==> src/rtl/wdit_pkg.sv <==
package wdit_pkg;
  localparam int CNT_W     = 8;
  localparam int CKS_W     = 3;
  localparam int PRE_W     = 17;
  localparam int PULSE_LEN = 8;

  typedef struct packed {
    logic             flag;
    logic             mode;
    logic             en;
    logic [1:0]       ones;
    logic [CKS_W-1:0] cks;
  } ctl_t;

  // number of prescaler bits that must be all ones for a tick
  function automatic logic [4:0] tick_bits(input logic [CKS_W-1:0] code);
    logic [4:0] b;
    case (code)
      3'd0:    b = 5'd1;
      3'd1:    b = 5'd6;
      3'd2:    b = 5'd7;
      3'd3:    b = 5'd9;
      3'd4:    b = 5'd11;
      3'd5:    b = 5'd13;
      3'd6:    b = 5'd15;
      default: b = 5'd17;
    endcase
    return b;
  endfunction
endpackage

==> src/rtl/wdit_prescaler.sv <==
module wdit_prescaler
  import wdit_pkg::*;
#(
  parameter int PW = PRE_W
) (
  input  logic             clk,
  input  logic             rst_ni,
  input  logic             run_i,
  input  logic [CKS_W-1:0] cks_i,
  output logic             tick_o
);
  logic [PW-1:0] pre_q, pre_d, mask;

  always_comb begin
    mask = '0;
    for (int i = 0; i < PW; i++) begin
      if (i < int'(tick_bits(cks_i))) mask[i] = 1'b1;
    end
  end

  always_comb begin
    pre_d = run_i ? pre_q + 1'b1 : '0;
  end

  always_ff @(posedge clk or negedge rst_ni) begin
    if (!rst_ni) pre_q <= '0;
    else         pre_q <= pre_d;
  end

  assign tick_o = run_i && ((pre_q & mask) == mask);

  p_pre_restart_r4: assert property (@(posedge clk) disable iff (!rst_ni)
    !run_i |=> pre_q == '0);
endmodule

==> src/rtl/wdit_counter.sv <==
module wdit_counter
  import wdit_pkg::*;
#(
  parameter int W = CNT_W
) (
  input  logic         clk,
  input  logic         rst_ni,
  input  logic         en_i,
  input  logic         tick_i,
  input  logic         wr_i,
  input  logic [W-1:0] wdata_i,
  output logic [W-1:0] cnt_o,
  output logic         wrap_o
);
  logic [W-1:0] cnt_q, cnt_d;
  logic         ld, step;

  assign ld   = en_i && wr_i;
  assign step = en_i && tick_i && !wr_i;

  always_comb begin
    cnt_d = cnt_q;
    if (!en_i)     cnt_d = '0;
    else if (ld)   cnt_d = wdata_i;
    else if (step) cnt_d = cnt_q + 1'b1;
  end

  always_ff @(posedge clk or negedge rst_ni) begin
    if (!rst_ni) cnt_q <= '0;
    else         cnt_q <= cnt_d;
  end

  assign cnt_o  = cnt_q;
  assign wrap_o = step && (cnt_q == {W{1'b1}});

  p_hold_off_r4: assert property (@(posedge clk) disable iff (!rst_ni)
    !en_i |=> cnt_q == '0);
  p_one_step_r3: assert property (@(posedge clk) disable iff (!rst_ni)
    (en_i && tick_i && !wr_i) |=> cnt_q == W'($past(cnt_q) + 1'b1));
  p_load_r5: assert property (@(posedge clk) disable iff (!rst_ni)
    (en_i && wr_i) |=> cnt_q == $past(wdata_i));
endmodule

==> src/rtl/wdit_pulse.sv <==
module wdit_pulse
  import wdit_pkg::*;
#(
  parameter int LEN = PULSE_LEN
) (
  input  logic clk,
  input  logic rst_ni,
  input  logic start_i,
  input  logic rst_sel_i,
  output logic wdog_o,
  output logic rst_req_o
);
  localparam int LW = $clog2(LEN + 1);

  logic [LW-1:0] left_q, left_d;
  logic          sel_q, sel_d;

  always_comb begin
    left_d = left_q;
    sel_d  = sel_q;
    if (start_i) begin
      left_d = LW'(LEN);
      sel_d  = rst_sel_i;
    end else if (left_q != '0) begin
      left_d = left_q - 1'b1;
    end
  end

  always_ff @(posedge clk or negedge rst_ni) begin
    if (!rst_ni) begin
      left_q <= '0;
      sel_q  <= 1'b0;
    end else begin
      left_q <= left_d;
      sel_q  <= sel_d;
    end
  end

  assign wdog_o    = left_q != '0;
  assign rst_req_o = wdog_o && sel_q;

  p_req_inside_r10: assert property (@(posedge clk) disable iff (!rst_ni)
    rst_req_o |-> wdog_o);
  p_start_r9: assert property (@(posedge clk) disable iff (!rst_ni)
    start_i |=> wdog_o);
endmodule

==> src/rtl/wdit_ctl.sv <==
module wdit_ctl
  import wdit_pkg::*;
(
  input  logic             clk,
  input  logic             rst_ni,
  input  logic             wr_i,
  input  logic             rd_i,
  input  logic [7:0]       wdata_i,
  input  logic             set_i,
  input  logic             wd_clr_i,
  output ctl_t             ctl_o
);
  logic             flag_q, flag_d, arm_q, arm_d;
  logic             mode_q, mode_d, en_q, en_d;
  logic [CKS_W-1:0] cks_q, cks_d;

  always_comb begin
    flag_d = flag_q;
    arm_d  = arm_q;
    mode_d = mode_q;
    en_d   = en_q;
    cks_d  = cks_q;
    if (rd_i && flag_q) arm_d = 1'b1;
    if (wr_i) begin
      mode_d = wdata_i[6];
      en_d   = wdata_i[5];
      cks_d  = wdata_i[CKS_W-1:0];
      arm_d  = 1'b0;
      if (arm_q && !wdata_i[7]) flag_d = 1'b0;
    end
    if (wd_clr_i) flag_d = 1'b0;
    if (set_i)    flag_d = 1'b1;
  end

  always_ff @(posedge clk or negedge rst_ni) begin
    if (!rst_ni) begin
      flag_q <= 1'b0;
      arm_q  <= 1'b0;
      mode_q <= 1'b0;
      en_q   <= 1'b0;
      cks_q  <= '0;
    end else begin
      flag_q <= flag_d;
      arm_q  <= arm_d;
      mode_q <= mode_d;
      en_q   <= en_d;
      cks_q  <= cks_d;
    end
  end

  assign ctl_o = '{flag: flag_q, mode: mode_q, en: en_q, ones: 2'b11, cks: cks_q};

  p_flag_set_src_r6: assert property (@(posedge clk) disable iff (!rst_ni)
    $rose(flag_q) |-> $past(set_i));
  p_flag_clr_src_r7: assert property (@(posedge clk) disable iff (!rst_ni)
    $fell(flag_q) |-> ($past(wr_i && arm_q && !wdata_i[7]) || $past(wd_clr_i)));
endmodule

==> src/rtl/wdit_top.sv <==
module wdit_top
  import wdit_pkg::*;
(
  input  logic       clk,
  input  logic       rst_n,
  input  logic       bus_wr,
  input  logic       bus_rd,
  input  logic       bus_addr,
  input  logic [7:0] bus_wdata,
  output logic [7:0] bus_rdata,
  input  logic       irq_en_i,
  input  logic       rst_gen_en_i,
  output logic       irq_o,
  output logic       wdog_ovf_o,
  output logic       rst_req_o
);
  logic [1:0]       rst_sync_q;
  logic             rst_ni;
  ctl_t             ctl;
  logic             tick, wrap, set_flag, wd_start, wd_clr;
  logic [CNT_W-1:0] cnt;

  // asynchronous assert, synchronous release
  always_ff @(posedge clk or negedge rst_n) begin
    if (!rst_n) rst_sync_q <= 2'b00;
    else        rst_sync_q <= {rst_sync_q[0], 1'b1};
  end
  assign rst_ni = rst_sync_q[1];

  wdit_ctl u_ctl (
    .clk      (clk),
    .rst_ni   (rst_ni),
    .wr_i     (bus_wr && bus_addr),
    .rd_i     (bus_rd && bus_addr),
    .wdata_i  (bus_wdata),
    .set_i    (set_flag),
    .wd_clr_i (wd_clr),
    .ctl_o    (ctl)
  );

  wdit_prescaler u_pre (
    .clk    (clk),
    .rst_ni (rst_ni),
    .run_i  (ctl.en),
    .cks_i  (ctl.cks),
    .tick_o (tick)
  );

  wdit_counter u_cnt (
    .clk     (clk),
    .rst_ni  (rst_ni),
    .en_i    (ctl.en),
    .tick_i  (tick),
    .wr_i    (bus_wr && !bus_addr),
    .wdata_i (bus_wdata),
    .cnt_o   (cnt),
    .wrap_o  (wrap)
  );

  assign set_flag = wrap && !ctl.mode;
  assign wd_start = wrap && ctl.mode;
  assign wd_clr   = wd_start && rst_gen_en_i;

  wdit_pulse u_pulse (
    .clk       (clk),
    .rst_ni    (rst_ni),
    .start_i   (wd_start),
    .rst_sel_i (rst_gen_en_i),
    .wdog_o    (wdog_ovf_o),
    .rst_req_o (rst_req_o)
  );

  assign bus_rdata = bus_addr ? ctl : cnt;
  assign irq_o     = ctl.flag && !ctl.mode && irq_en_i;

  p_wd_no_flag_r9: assert property (@(posedge clk) disable iff (!rst_ni)
    (wd_start && !rst_gen_en_i) |=> ctl.flag == $past(ctl.flag));
  p_wd_clears_r11: assert property (@(posedge clk) disable iff (!rst_ni)
    wd_clr |=> !ctl.flag);
  p_ro_bits_r2: assert property (@(posedge clk) disable iff (!rst_ni)
    bus_addr |-> bus_rdata[4:3] == 2'b11);
  p_irq_mode_r8: assert property (@(posedge clk) disable iff (!rst_ni)
    irq_o |-> (ctl.flag && irq_en_i));
endmodule

==> config.mk <==
export PLATFORM = sky130hd
export DESIGN_NAME = wdit_top
export DESIGN_NICKNAME = d
export VERILOG_FILES = /design/src/rtl/wdit_pkg.sv /design/src/rtl/wdit_prescaler.sv /design/src/rtl/wdit_counter.sv /design/src/rtl/wdit_pulse.sv /design/src/rtl/wdit_ctl.sv /design/src/rtl/wdit_top.sv
export SDC_FILE = /design/constraint.sdc
export NUM_CORES = 1
export LEC_CHECK = 0
export CAP_MARGIN = 15
export CORE_ASPECT_RATIO = 0.7
export CORE_MARGIN = 2
export CORE_UTILIZATION = 50
export DETAILED_ROUTE_END_ITERATION = 12
export MAX_ROUTING_LAYER = met4
export PLACE_DENSITY = 0.8
export SYNTH_ARGS = -nofsm -noshare
export SYNTH_HDL_FRONTEND = slang
export SYNTH_SLANG_ARGS = --single-unit
==> constraint.sdc <==
create_clock -name clk -period 2.7 [get_ports clk]
set_clock_uncertainty 0.15 [all_clocks]
set_input_delay 0.54 -clock clk [delete_from_list [all_inputs] [get_ports clk]]
set_output_delay 0.54 -clock clk [all_outputs]
set_load 0.05 [all_outputs]
# ---- After elaboration in Yosys (flattened, before gate mapping)
# Cells that the tools add are included.
# W data, S select, Z words.
dict set report classes {
  bitwise_logic 1
  div_mod_pow 0
  shifts 0
  n_reduce_logical 27
  n_eq_ne 9
  magnitude_cmp 17
  mux 31
  n_mul 0
  n_addsub 3
}
# operator n
set ops {}
lappend ops {{$lt A4 B5 Y1 const A} 8}
lappend ops {{$pmux W5 S7} 1}
lappend ops {{$mux W8} 4}
lappend ops {{$mux W1} 23}
lappend ops {{$lt A3 B5 Y1 const A} 4}
lappend ops {{$add A17 B1 Y17 const B} 1}
lappend ops {{$and A17 B17 Y17} 1}
lappend ops {{$eq A17 B17 Y1} 1}
lappend ops {{$mux W17} 1}
lappend ops {{$logic_and A1 B1 Y1} 16}
lappend ops {{$lt A1 B5 Y1 const A} 2}
lappend ops {{$lt A2 B5 Y1 const A} 2}
lappend ops {{$eq A3 B3 Y1 const B} 3}
lappend ops {{$add A8 B1 Y8 const B} 1}
lappend ops {{$eq A8 B8 Y1 const B} 1}
lappend ops {{$mux W4} 2}
lappend ops {{$eq A3 B2 Y1 const B} 2}
lappend ops {{$reduce_bool A3 Y1} 2}
lappend ops {{$lt A5 B5 Y1 const A} 1}
lappend ops {{$logic_not A1 Y1} 4}
lappend ops {{$reduce_bool A2 Y1} 2}
lappend ops {{$reduce_bool A4 Y1} 1}
lappend ops {{$sub A4 B1 Y4 const B} 1}
lappend ops {{$eq A3 B1 Y1 const B} 1}
lappend ops {{3 further kinds} 3}
dict set report word_totals {
  mem_bits_ro 0
  latchBits 0
  ram_bits 0
  n_memories 0
  register_bits 39
}

# ---- Longest topological paths before layout
dict set report logic_depth {
  depth_word 14
  depth_mapped 7
  depth_no_buf 6
}

# ---- Hierarchy
# A second synthesis with hierarchy kept.
dict set report hier_totals {
  cells_unflattened 213
  hier_area_um2 2208.4
}
# mod seq_area_each_um2 n_inst cells_per_inst area_per_inst_um2
set modules_own_cells {}
lappend modules_own_cells {wdit_prescaler 425.4 1 93 904.6}
lappend modules_own_cells {wdit_counter 200.2 1 54 498.0}
lappend modules_own_cells {wdit_ctl 175.2 1 24 312.8}
lappend modules_own_cells {wdit_pulse 125.1 1 23 260.2}
lappend modules_own_cells {wdit_top 50.0 1 19 232.7}

# ---- Least setup slack after synthesis
# Ideal clock, no wire load.
dict set report synth_path {
  path_type {in2out}
  from {in bus_addr}
  to {out bus_rdata[7]}
  required_ns 2.010
  cell_stages 2
  n_path_buf 1
  slack_ns 0.160
  arrival_time_ns 1.850
  cell_sequence {buf_1 > o21ai_0}
}
dict set report synth_between {
  elab_chain_cells 1
}
# element line
set synth_rtl {}
lappend synth_rtl {{start: declaration} wdit_top.sv:8} ;# input logic bus_addr,
lappend synth_rtl {{$mux W8} wdit_top.sv:73} ;# assign bus_rdata = bus_addr ? ctl : cnt;
lappend synth_rtl {{end: declaration} wdit_top.sv:10} ;# output logic [7:0] bus_rdata,
# Every way passes these cells.

# ---- Worst setup path in the final report
dict set report layout_path {
  from {in bus_addr}
  to {out bus_rdata[0]}
}
# The elaborated chain is that of the path after synthesis.

==> reports/summary.txt <==
Final Worst Setup Slack = 0.2646 ns
Vias in the first global route = 1540
CTS Root Cell = clkbuf_8
First-pass GRT wire length = 7.251 mm
Post-synthesis sequential area ratio = 0.4768
Slowest stage cell, crit path = clkdlybuf4s50_1
Post-layout nets = 248
CP Class = in2out
Setup repair after global routing missed its margin = false
Layout Cells excl Fill = 283
Power, Total = 1571 µW
Worst hold path type = reg2async
GR Overflow Total = 0
Placed cell area = 2404 µm²
Largest net degree at the start of global routing = 38
Total GRT Usage = 0.2136
Routed WL per cell = 14.26 µm
CP Capture Type = output port
DIE AREA = 4630 µm²
Synth area leaders = dfrtp_1 48%, xnor2_1 5.6%, mux2_2 5.5%
Initial antenna violation count = 0
Crit start category = primary input
Max Clk Rate = 0.4106 GHz
Async SR Flop Fraction = 1.000
Final antenna-violating net count = 0
Syn Std Cell Area = 2047 µm²
NetSw = 442.6 µW
Syn nets = 216
Period Utilization, post-route = 0.9020
CTS max path bufs = 2
Max_cap viols = 0
TritonCTS clock tree = yes
Vias = 1527
Yosys warns = 0
Hold Vio Cnt, Final = 0
Hpwl dp = 2.863 mm
Max Slew Vio Count = 0
Library cells used by synthesis = 39
GPL Wtd Cong = 0.8301
Post-CTS setup buffer count = 0
Synth-to-layout area growth = 24.27%
EDFF count, synth = 0
Die Wd = 80.48 µm
Input/output buffers = 25
Critical path cell sequence = clkdlybuf4s50_1 > buf_4 > mux2_2 > buf_4
Layout cells sized above 1 = 0.2121
Status = completed
Clock-pin slew on the worst setup and hold paths = 0.08 ns
Cts bufs inserted = 5
Synth Instances = 198
VDD IR-drop max = 0.3639 mV
Cell mode on critical path = buf_4
DRC = 0
R2R Setup Slk = 0.65 ns
Core ar. = 3923 µm²
I/O pins = 26
CP startpoint = bus_addr
DRT Wirelength = 4.035 mm
Clk network pwr share = 0.376
Top FF cell, synth = dfrtp_1
First-pass DRT Iterations = 4
Critical Path AT = 1.75 ns
Gate power share = 0.190
Seq cells post-synth = 39
H-tree Lvls = 2
Hold-fix buffers, CTS = 0
Initial Utilization = 0.5219
FF-to-FF Start = u_pre.pre_q[2]
Reg2reg path depth = 6
Fin area = 2544 µm²
Worst-skew pair later-pin latency = 0.30 ns
Synth area leader = dfrtp_1
Setup violators final = 0
Switching Fraction = 0.2817
Pre-CTS setup slack = 0.1030 ns
Internal power = 1129 µW
Row count = 19
Setup_tns = 0 ns
Syn Area/Cell = 10.34 µm²
Die Span Y = 57.54 µm
Vias per cell = 5.396
Crit-path max cell delay = 0.47 ns
Critical Path RT = 2.01 ns
Reg2Reg Capture Point = u_pulse.sel_q
Minimum clock period = 2.435 ns
Static Leak = 0.001147 µW
Yosys top cell area share = 0.4768
Power per cell area = 617.7 nW/µm²
Gates resized, CTS repair = 0
Diode count = 0
Dpl cells = 275
DR iter-0 viols = 111
Flop pwr share = 0.434
Crit path max fanout = 12
Clk sinks = 39
## registers in the layout, summed over array words and instances, names as in the netlist
register	count
u_ctl.mode_q	1
u_cnt.cnt_o	8
u_pulse.sel_q	1
u_pre.pre_q	17
u_ctl.cks_q	3
u_pulse.left_q	4
u_ctl.en_q	1
u_ctl.flag_q	1
u_ctl.arm_q	1
rst_sync_q	2
## power groups by stage
stage	clock network (µW)	logic [µW]	registers, µW
4_1_cts	602	302	680
2_1_floorplan	0	198	678
6_report	590	299	682
3_5_place_dp	0	300	692
3_3_place_gp	0	296	692
5_1_grt	628	329	690
## worst max-delay path by stage
stage / to / slack, ns
floorplan: bus_rdata[7] / 0.16
global placement: u_pulse.sel_q / 0.13
detailed placement: u_pulse.sel_q / 0.10
CTS: bus_rdata[0] / 0.26
global route: bus_rdata[1] / 0.21
finish: bus_rdata[0] / 0.26
## cell type report
class	count	area, µm²
Clock buffer	5	68.82
Clock inverter	3	71.32
Fill cell	325	1379
Inverter	7	26.28
Multi-Input combinational cell	146	1018
Sequential cell	39	975.9
Tap cell	52	65.06
Timing Repair Buffer	31	317.8
## through the flow
stage / hold slack [ns] / utilization
floorplan: 0.09441 / -
global placement: 0.1468 / 0.6128
detailed placement: 0.1449 / 0.6128
CTS: 0.1540 / 0.6485
global route: 0.1953 / 0.6485
finish: 0.1403 / 0.6485
## kinds of logic (layout without fill, tap and decap cells)
family                     count (synthesis)  in the layout  synth area share
DFF                                       39             39            0.4768
muxes                                     12             12           0.06724
adders and majority gates                  3              3           0.01834
buffers and inverters                     13             46           0.02567
AOI/OAI and AO/OA                         37             37            0.1204
and+or+nand+nor                           74             74            0.2084
other                                      1              1          0.001832
xor gates and xnor gates                  19             19           0.08130
## metal layers
| layer | global-route usage | part of all wire | routed length [µm] | vias to the layer above |
|---|---|---|---|---|
| met4 | 0.06538 | 0.014 | 55 | 0 |
| li1 | - | - | - | 762 |
| met2 | 0.2964 | 0.43 | 1741 | 41 |
| met3 | 0.04430 | 0.056 | 226 | 7 |
| met5 | - | 0 | 0 | - |
| met1 | 0.3157 | 0.50 | 2012 | 717 |
## layout by cell type, fill, tap and decap left out, drive strengths merged, types with 4 or more instances in the layout
cell           netlist  layout
nor2                 7       7
xor2                 6       6
nand2b               5       5
clkbuf               4       5
clkdlybuf4s50        0      14
dfrtp               39      39
nand3                9       9
o21ai               13      13
a31oi                4       4
nand2                9       9
xnor2               13      13
buf                  2      17
and3                 8       8
and2                16      16
inv                  7       8
a21oi               12      12
nand4                6       6
mux2                11      11
## Yosys cell counts, types with 2 or more instances
library cell / count
nand4_1: 6
nor2b_1: 3
or2_2: 3
nand3_1: 9
xor2_1: 6
clkbuf_1: 4
and3_1: 7
nor2_1: 7
xnor2_1: 13
inv_1: 7
nor3_1: 2
dfrtp_1: 39
a21oi_1: 11
a31oi_1: 4
a21boi_0: 2
mux2_2: 10
o21ai_0: 13
nand2_1: 8
a31o_2: 2
nand2b_1: 5
or3_1: 3
and2_1: 15
ha_1: 3
## worst max-delay path, delay by kind of cell
kind,cells,cell delay [ns]
multiplexers,1,0.35
buffers and inverters,3,0.85
Note: power is estimated with default switching activity, not from simulation.
